$ cat config.mk
export PLATFORM = sky130hd
export DESIGN_NAME = uart_rx_engine
export DESIGN_NICKNAME = d
export VERILOG_FILES = /design/src/rtl/uart_rx_pkg.sv /design/src/rtl/uart_rx_frame.sv /design/src/rtl/uart_rx_break.sv /design/src/rtl/uart_rx_flags.sv /design/src/rtl/uart_rx_engine.sv
export SDC_FILE = /design/constraint.sdc
export NUM_CORES = 1
export LEC_CHECK = 0
export ABC_AREA = 1
export BUFFER_PORTS_ARGS = -buffer_cell sky130_fd_sc_hd__buf_2
export CORE_AREA = 5 5 98 100
export CTS_CLUSTER_DIAMETER = 100
export DETAILED_ROUTE_END_ITERATION = 10
export DIE_AREA = 0 0 103 105
export GPL_ROUTABILITY_DRIVEN = 1
export GPL_TIMING_DRIVEN = 0
export SYNTH_ARGS = -nofsm -noshare
export SYNTH_HDL_FRONTEND = slang
export SYNTH_SLANG_ARGS = --single-unit
export TNS_END_PERCENT = 30
$ cat constraint.sdc
create_clock -name clk -period 8.2 [get_ports clk]
set_input_delay 1.64 -clock clk [delete_from_list [all_inputs] [get_ports clk]]
set_output_delay 1.64 -clock clk [all_outputs]
set_load 0.02 [all_outputs]
$ cat src/rtl/uart_rx_pkg.sv
// Shared types and helpers for the serial receive engine.
package uart_rx_pkg;

    // Receive framer states.
    typedef enum logic [2:0] {
        ST_IDLE,
        ST_START,
        ST_DATA,
        ST_PAR,
        ST_STOP
    } rx_state_t;

    // Number of data bits for a word-length code (5..8).
    function automatic logic [3:0] word_bits(input logic [1:0] code);
        return 4'd5 + {2'b00, code};
    endfunction

endpackage

$ cat src/rtl/uart_rx_frame.sv
// Character framer. It validates the start bit at mid-bit, shifts in
// the data LSB first, checks parity and the stop bit, and produces a
// one-cycle push with the right-aligned character.
// It assumes rx_in is synchronous and the configuration is steady
// during a character.
module uart_rx_frame
    import uart_rx_pkg::*;
#(
    parameter int DATA_W = 8,
    parameter int MW     = 5
) (
    input  logic              clk,
    input  logic              rst_n,
    input  logic              rx_rst,
    input  logic              os_tick,
    input  logic              rx_in,
    input  logic [MW-1:0]     os_m,
    input  logic [1:0]        cfg_wlen,
    input  logic              cfg_par_en,
    input  logic              cfg_even,
    input  logic              cfg_stick,
    output logic              push,
    output logic [DATA_W-1:0] push_data,
    output logic              pe_set,
    output logic              fe_set
);
    localparam int BCW = $clog2(DATA_W);

    rx_state_t         state;
    logic [MW-1:0]     cnt;
    logic [BCW-1:0]    bit_idx;
    logic [DATA_W-1:0] shreg;
    logic              par_acc;
    logic              par_err;
    logic              rx_prev;

    logic [3:0]        nbits;
    logic [MW-1:0]     half_m1;
    logic [MW-1:0]     last_m1;
    logic              bit_end;
    logic              exp_par;

    // Decode per-character constants from the configuration.
    always_comb begin
        nbits   = word_bits(cfg_wlen);
        half_m1 = (os_m >> 1) - MW'(1);
        last_m1 = os_m - MW'(1);
        bit_end = (cnt == last_m1);
        exp_par = cfg_stick ? ~cfg_even : (cfg_even ? par_acc : ~par_acc);
    end

    // Framer state machine, sampling on oversample ticks only.
    always_ff @(posedge clk) begin
        if (!rst_n || rx_rst) begin
            state     <= ST_IDLE;
            cnt       <= '0;
            bit_idx   <= '0;
            shreg     <= '0;
            par_acc   <= 1'b0;
            par_err   <= 1'b0;
            rx_prev   <= 1'b1;
            push      <= 1'b0;
            push_data <= '0;
            pe_set    <= 1'b0;
            fe_set    <= 1'b0;
        end else begin
            push   <= 1'b0;
            pe_set <= 1'b0;
            fe_set <= 1'b0;
            if (os_tick) begin
                rx_prev <= rx_in;
                unique case (state)
                    ST_IDLE: begin
                        if (!rx_in && rx_prev) begin
                            state <= ST_START;
                            cnt   <= '0;
                        end
                    end
                    ST_START: begin
                        if (cnt == half_m1) begin
                            state   <= rx_in ? ST_IDLE : ST_DATA;
                            cnt     <= '0;
                            bit_idx <= '0;
                            par_acc <= 1'b0;
                            par_err <= 1'b0;
                        end else begin
                            cnt <= cnt + MW'(1);
                        end
                    end
                    ST_DATA: begin
                        if (bit_end) begin
                            cnt     <= '0;
                            shreg   <= {rx_in, shreg[DATA_W-1:1]};
                            par_acc <= par_acc ^ rx_in;
                            if (bit_idx == BCW'(nbits - 4'd1))
                                state <= cfg_par_en ? ST_PAR : ST_STOP;
                            else
                                bit_idx <= bit_idx + BCW'(1);
                        end else begin
                            cnt <= cnt + MW'(1);
                        end
                    end
                    ST_PAR: begin
                        if (bit_end) begin
                            cnt     <= '0;
                            par_err <= (rx_in != exp_par);
                            state   <= ST_STOP;
                        end else begin
                            cnt <= cnt + MW'(1);
                        end
                    end
                    ST_STOP: begin
                        if (bit_end) begin
                            cnt       <= '0;
                            push      <= 1'b1;
                            push_data <= shreg >> (DATA_W - int'(nbits));
                            pe_set    <= cfg_par_en & par_err;
                            fe_set    <= ~rx_in;
                            state     <= ST_IDLE;
                        end else begin
                            cnt <= cnt + MW'(1);
                        end
                    end
                    default: state <= ST_IDLE;
                endcase
            end
        end
    end

endmodule

$ cat src/rtl/uart_rx_break.sv
// Break detector. It counts oversample ticks while the line is low and
// pulses bi_set once when the count reaches one character time. Any
// high level restarts the count.
module uart_rx_break #(
    parameter int CW = 9
) (
    input  logic          clk,
    input  logic          rst_n,
    input  logic          rx_rst,
    input  logic          os_tick,
    input  logic          rx_in,
    input  logic [CW-1:0] char_ticks,
    output logic          bi_set
);
    logic [CW-1:0] low_cnt;

    // Low-time counter that saturates at one character time.
    always_ff @(posedge clk) begin
        if (!rst_n || rx_rst) begin
            low_cnt <= '0;
            bi_set  <= 1'b0;
        end else begin
            bi_set <= 1'b0;
            if (rx_in) begin
                low_cnt <= '0;
            end else if (os_tick && low_cnt != char_ticks) begin
                low_cnt <= low_cnt + CW'(1);
                if (low_cnt + CW'(1) == char_ticks)
                    bi_set <= 1'b1;
            end
        end
    end

endmodule

$ cat src/rtl/uart_rx_flags.sv
// Sticky error flags with write-1-to-clear strobes. If a set and a
// clear of the same flag arrive together, the set wins.
module uart_rx_flags #(
    parameter int N = 3
) (
    input  logic         clk,
    input  logic         rst_n,
    input  logic [N-1:0] set_i,
    input  logic [N-1:0] clr_i,
    output logic [N-1:0] flag_o
);
    for (genvar g = 0; g < N; g++) begin : g_flag
        // One sticky bit.
        always_ff @(posedge clk) begin
            if (!rst_n) flag_o[g] <= 1'b0;
            else        flag_o[g] <= (flag_o[g] & ~clr_i[g]) | set_i[g];
        end
    end

endmodule

$ cat src/rtl/uart_rx_engine.sv
// Serial receive engine top. It derives the oversample factor and the
// character time from the configuration, and joins the framer, the
// break detector and the sticky flags.
// It assumes that in alternate mode cfg_ext_div is at least 8.
module uart_rx_engine #(
    parameter int DATA_W = 8,
    parameter int DIV_W  = 4,
    parameter int DEF_OS = 16
) (
    input  logic             clk,
    input  logic             rst_n,
    input  logic             rx_rst,
    input  logic             os_tick,
    input  logic             rx_in,
    input  logic [1:0]       cfg_wlen,
    input  logic             cfg_par_en,
    input  logic             cfg_even,
    input  logic             cfg_stick,
    input  logic             cfg_alt_os,
    input  logic [DIV_W-1:0] cfg_ext_div,
    input  logic             clr_pe,
    input  logic             clr_fe,
    input  logic             clr_bi,
    output logic             push,
    output logic [DATA_W-1:0] push_data,
    output logic             flag_pe,
    output logic             flag_fe,
    output logic             flag_bi,
    output logic             line_status
);
    localparam int MW     = DIV_W + 1;
    localparam int CHAR_W = MW + 4;

    logic [MW-1:0]     os_m;
    logic [CHAR_W-1:0] char_ticks;
    logic              pe_set, fe_set, bi_set;
    logic [2:0]        flags;

    // Oversample factor and whole-character length in ticks.
    always_comb begin
        os_m       = cfg_alt_os ? (MW'(cfg_ext_div) + MW'(1)) : MW'(DEF_OS);
        char_ticks = CHAR_W'(os_m) *
                     (CHAR_W'(uart_rx_pkg::word_bits(cfg_wlen)) +
                      CHAR_W'(2) + CHAR_W'(cfg_par_en));
    end

    uart_rx_frame #(.DATA_W(DATA_W), .MW(MW)) i_frame (
        .clk        (clk),
        .rst_n      (rst_n),
        .rx_rst     (rx_rst),
        .os_tick    (os_tick),
        .rx_in      (rx_in),
        .os_m       (os_m),
        .cfg_wlen   (cfg_wlen),
        .cfg_par_en (cfg_par_en),
        .cfg_even   (cfg_even),
        .cfg_stick  (cfg_stick),
        .push       (push),
        .push_data  (push_data),
        .pe_set     (pe_set),
        .fe_set     (fe_set)
    );

    uart_rx_break #(.CW(CHAR_W)) i_break (
        .clk        (clk),
        .rst_n      (rst_n),
        .rx_rst     (rx_rst),
        .os_tick    (os_tick),
        .rx_in      (rx_in),
        .char_ticks (char_ticks),
        .bi_set     (bi_set)
    );

    uart_rx_flags #(.N(3)) i_flags (
        .clk    (clk),
        .rst_n  (rst_n),
        .set_i  ({bi_set, fe_set, pe_set}),
        .clr_i  ({clr_bi, clr_fe, clr_pe}),
        .flag_o (flags)
    );

    // Flag outputs and combined line status.
    always_comb begin
        flag_pe     = flags[0];
        flag_fe     = flags[1];
        flag_bi     = flags[2];
        line_status = |flags;
    end

endmodule

==> metrics.txt <==
status=complete, no violations; DIE AREA=10800 sq um; worst path arrival time=6.14 ns; Post-Syn Instances=585; Pre-Repair DR Iteration Count=4; # diodes=0; # fillers=900; Yosys reg bits=46; Relative slew margins=56.5%; syn_nets=638; hpwl dp=7050 microns; Yosys top cell by area=dfxtp_1; final setup TNS=0 ns; CTS clk-pin slew, worst paths=0.09 ns; YS warnings=0; skew final=0.00662 ns; post-layout min period=5.89 ns; total length of routed wires=8640 microns; part of the Yosys area used for sequential elements=23.8%; vias per inst=4.97; GPL Wtd Cong=0.888; VDD IR max=0.0924 mV; Top FF cell, synth=dfxtp_1; Synth area leaders=dfxtp_1 (24%), nand2_1 (12%), ha_1 (9.4%); final net count=674; Critical Path End Type=flip-flop; Period Utilization, post-route=71.9%; Pleak=2.11 nW; EDFF count, synth=0; area of the mapped netlist=3870 sq um; first-pass GRT wire length=15200 microns; CTS Root Cell=clkbuf_8; fmax=0.170 GHz; power per cell area=130 nW/um^2; total CTS buffers=5; total number of vias=3629; Slew Limit Fails=0; top cell type's share of synthesized area=23.8%; die width=103 microns; IO buf count=29; post-synthesis average cell area=6.62 sq um; die height=105 microns; Total Routing Usage GR=16.7%; number of DRC markers in iteration 0=85; H-tree depth=2; Row Count=34; Ports=31; proportion of layout cells with a drive suffix above 1=12.4%; path depth of the worst reg2reg path=9; DR WL/cell=11.8 microns; Hold/Removal Path Class=reg2reg; Hold Crit Depth=2; Setup CP Type=in2reg; Synth cell types=36; antenna violations before repair=0; pin count of the biggest net entering global routing=16; Clock Sinks=46; CTS max path bufs=2; Post-CTS Resized=0; fin util=49.4%; initial core utilization=45.1%; core area=8590 sq um; endpoints failing setup=0; Max-Cap Viols=0; asr flop ratio synth=0%; RSZ-0062 raised after global routing=no; area delta synth->final=9.56%; most frequent cell after synthesis=nand2_1; CP max FO=10; Hold-fix buffers, CTS=0; CP required=8.44 ns; # DRC=0; Synth top cells by count=nand2_1 (128), inv_1 (90), nor2_1 (64); clock latency on the worst-skew pair=0.30 ns; number of global-route vias before repair=3565; Final Hold Viols=0; Post-CTS Setup Inserts=0; CTS tree=yes; antenna viol nets, final=0; total gr overflow=0; Startpoint Class=input pin; Worst Tran Pin Value=0.650 ns
## cell type report
cell class,count,area [sq um],area share (%)
flip-flops and latches,46,921,21.7
clock inverters,3,21.3,0.501
multi-input cells,436,2540,59.7
repair buffers,29,145,3.42
well taps,108,135,3.18
clock buffers,5,68.8,1.62
inverters,92,345,8.13
plain buffers,11,72.6,1.71
## logic make-up (layout without fill, tap and decap cells)
kind of cell             after synthesis  in the layout  synth area share (%)
AND/OR/NAND/NOR                      302            302                  36.4
XOR/XNOR                              29             29                  6.55
buffers and inverters                103            140                  10.8
flip-flops                            46             46                  23.8
AO/OA/AOI/OAI                         70             70                  10.0
adder cells (fa/ha/maj)               35             35                  12.5
## worst paths after layout
path | from | to | slack, ns
worst max-delay path | cfg_wlen[0] | i_break.low_cnt[3]$_SDFFE_PP0P_ | 2.31
worst min-delay path | i_frame.push_data[0]$_SDFFE_PP0P_ | i_frame.push_data[0]$_SDFFE_PP0P_ | 0.45
worst max register to register | i_frame.state[0]$_SDFFE_PP0P_ | i_frame.bit_idx[1]$_SDFFE_PP0P_ | 6.31
worst min register to register | i_frame.push_data[0]$_SDFFE_PP0P_ | i_frame.push_data[0]$_SDFFE_PP0P_ | 0.45
## layout by cell type (no fill, tap or decap), types with 2 or more instances in the layout
cell	count
nor2_2	4
inv_1	90
dfxtp_1	46
buf_2	30
nand3_1	57
or2_2	5
o21ai_0	23
nor3_1	2
o211ai_1	6
ha_1	29
nor2_1	64
fa_1	6
clkbuf_1	6
nand2_1	128
a21oi_1	33
xor2_1	20
nand4_1	12
nand2_4	2
o22ai_1	2
nand3b_1	5
nand3_2	3
nor2_4	5
xnor2_1	9
clkbuf_8	5
nand2_2	10
buf_6	4
nand3_4	2
inv_2	2
## routing by layer
metal / vias to the layer above / share of wire (%) / global-route usage, %
met3: 15 / 3.1 / 2.40
met5: - / 0 / 0
met2: 48 / 47 / 28.6
li1: 1935 / - / -
met4: 0 / 1.6 / 3.98
met1: 1631 / 48 / 21.8
## worst max-delay path: stages
cell,delay [ns]
buf_2,0.17
inv_1,0.10
ha_1,0.32
inv_1,0.07
ha_1,0.20
xnor2_1,0.38
or2_2,0.20
fa_1,0.43
fa_1,0.54
inv_1,0.04
ha_1,0.28
ha_1,0.38
nand2_1,0.07
inv_1,0.07
nand3_1,0.11
nand3_1,0.11
nand2_1,0.08
nand3_1,0.07
nand2_1,0.07
nor2_1,0.09
nand4_1,0.18
nand2_1,0.13
buf_2,0.21
o21ai_0,0.10
nor2_1,0.10
## flip-flops by register name (all words and copies together), names as in the netlist, 3 cells and up
register / count
i_flags.flag_o: 3
i_frame.push_data: 8
i_frame.cnt: 5
i_break.low_cnt: 9
i_frame.bit_idx: 3
i_frame.shreg: 8
i_frame.state: 3
## stage by stage
stage	worst slack (ns)	cells	instance area (sq um)	total power [mW]	hold slack, ns
floorplan	2.65	585	3870	0.378	0.413
global placement	2.05	722	4160	0.413	0.427
detailed placement	1.99	722	4160	0.416	0.439
CTS	2.29	730	4250	0.562	0.455
global route	1.94	730	4250	0.598	0.488
finish	2.31	730	4250	0.554	0.453
## power by group
part	leakage, nW	total, mW	internal (mW)	switching (mW)
logic	1.70	0.183	0.0691	0.114
clock network	0.0441	0.143	0.0600	0.0828
registers	0.371	0.228	0.225	0.00274
Power figures use the tool's default switching activity.
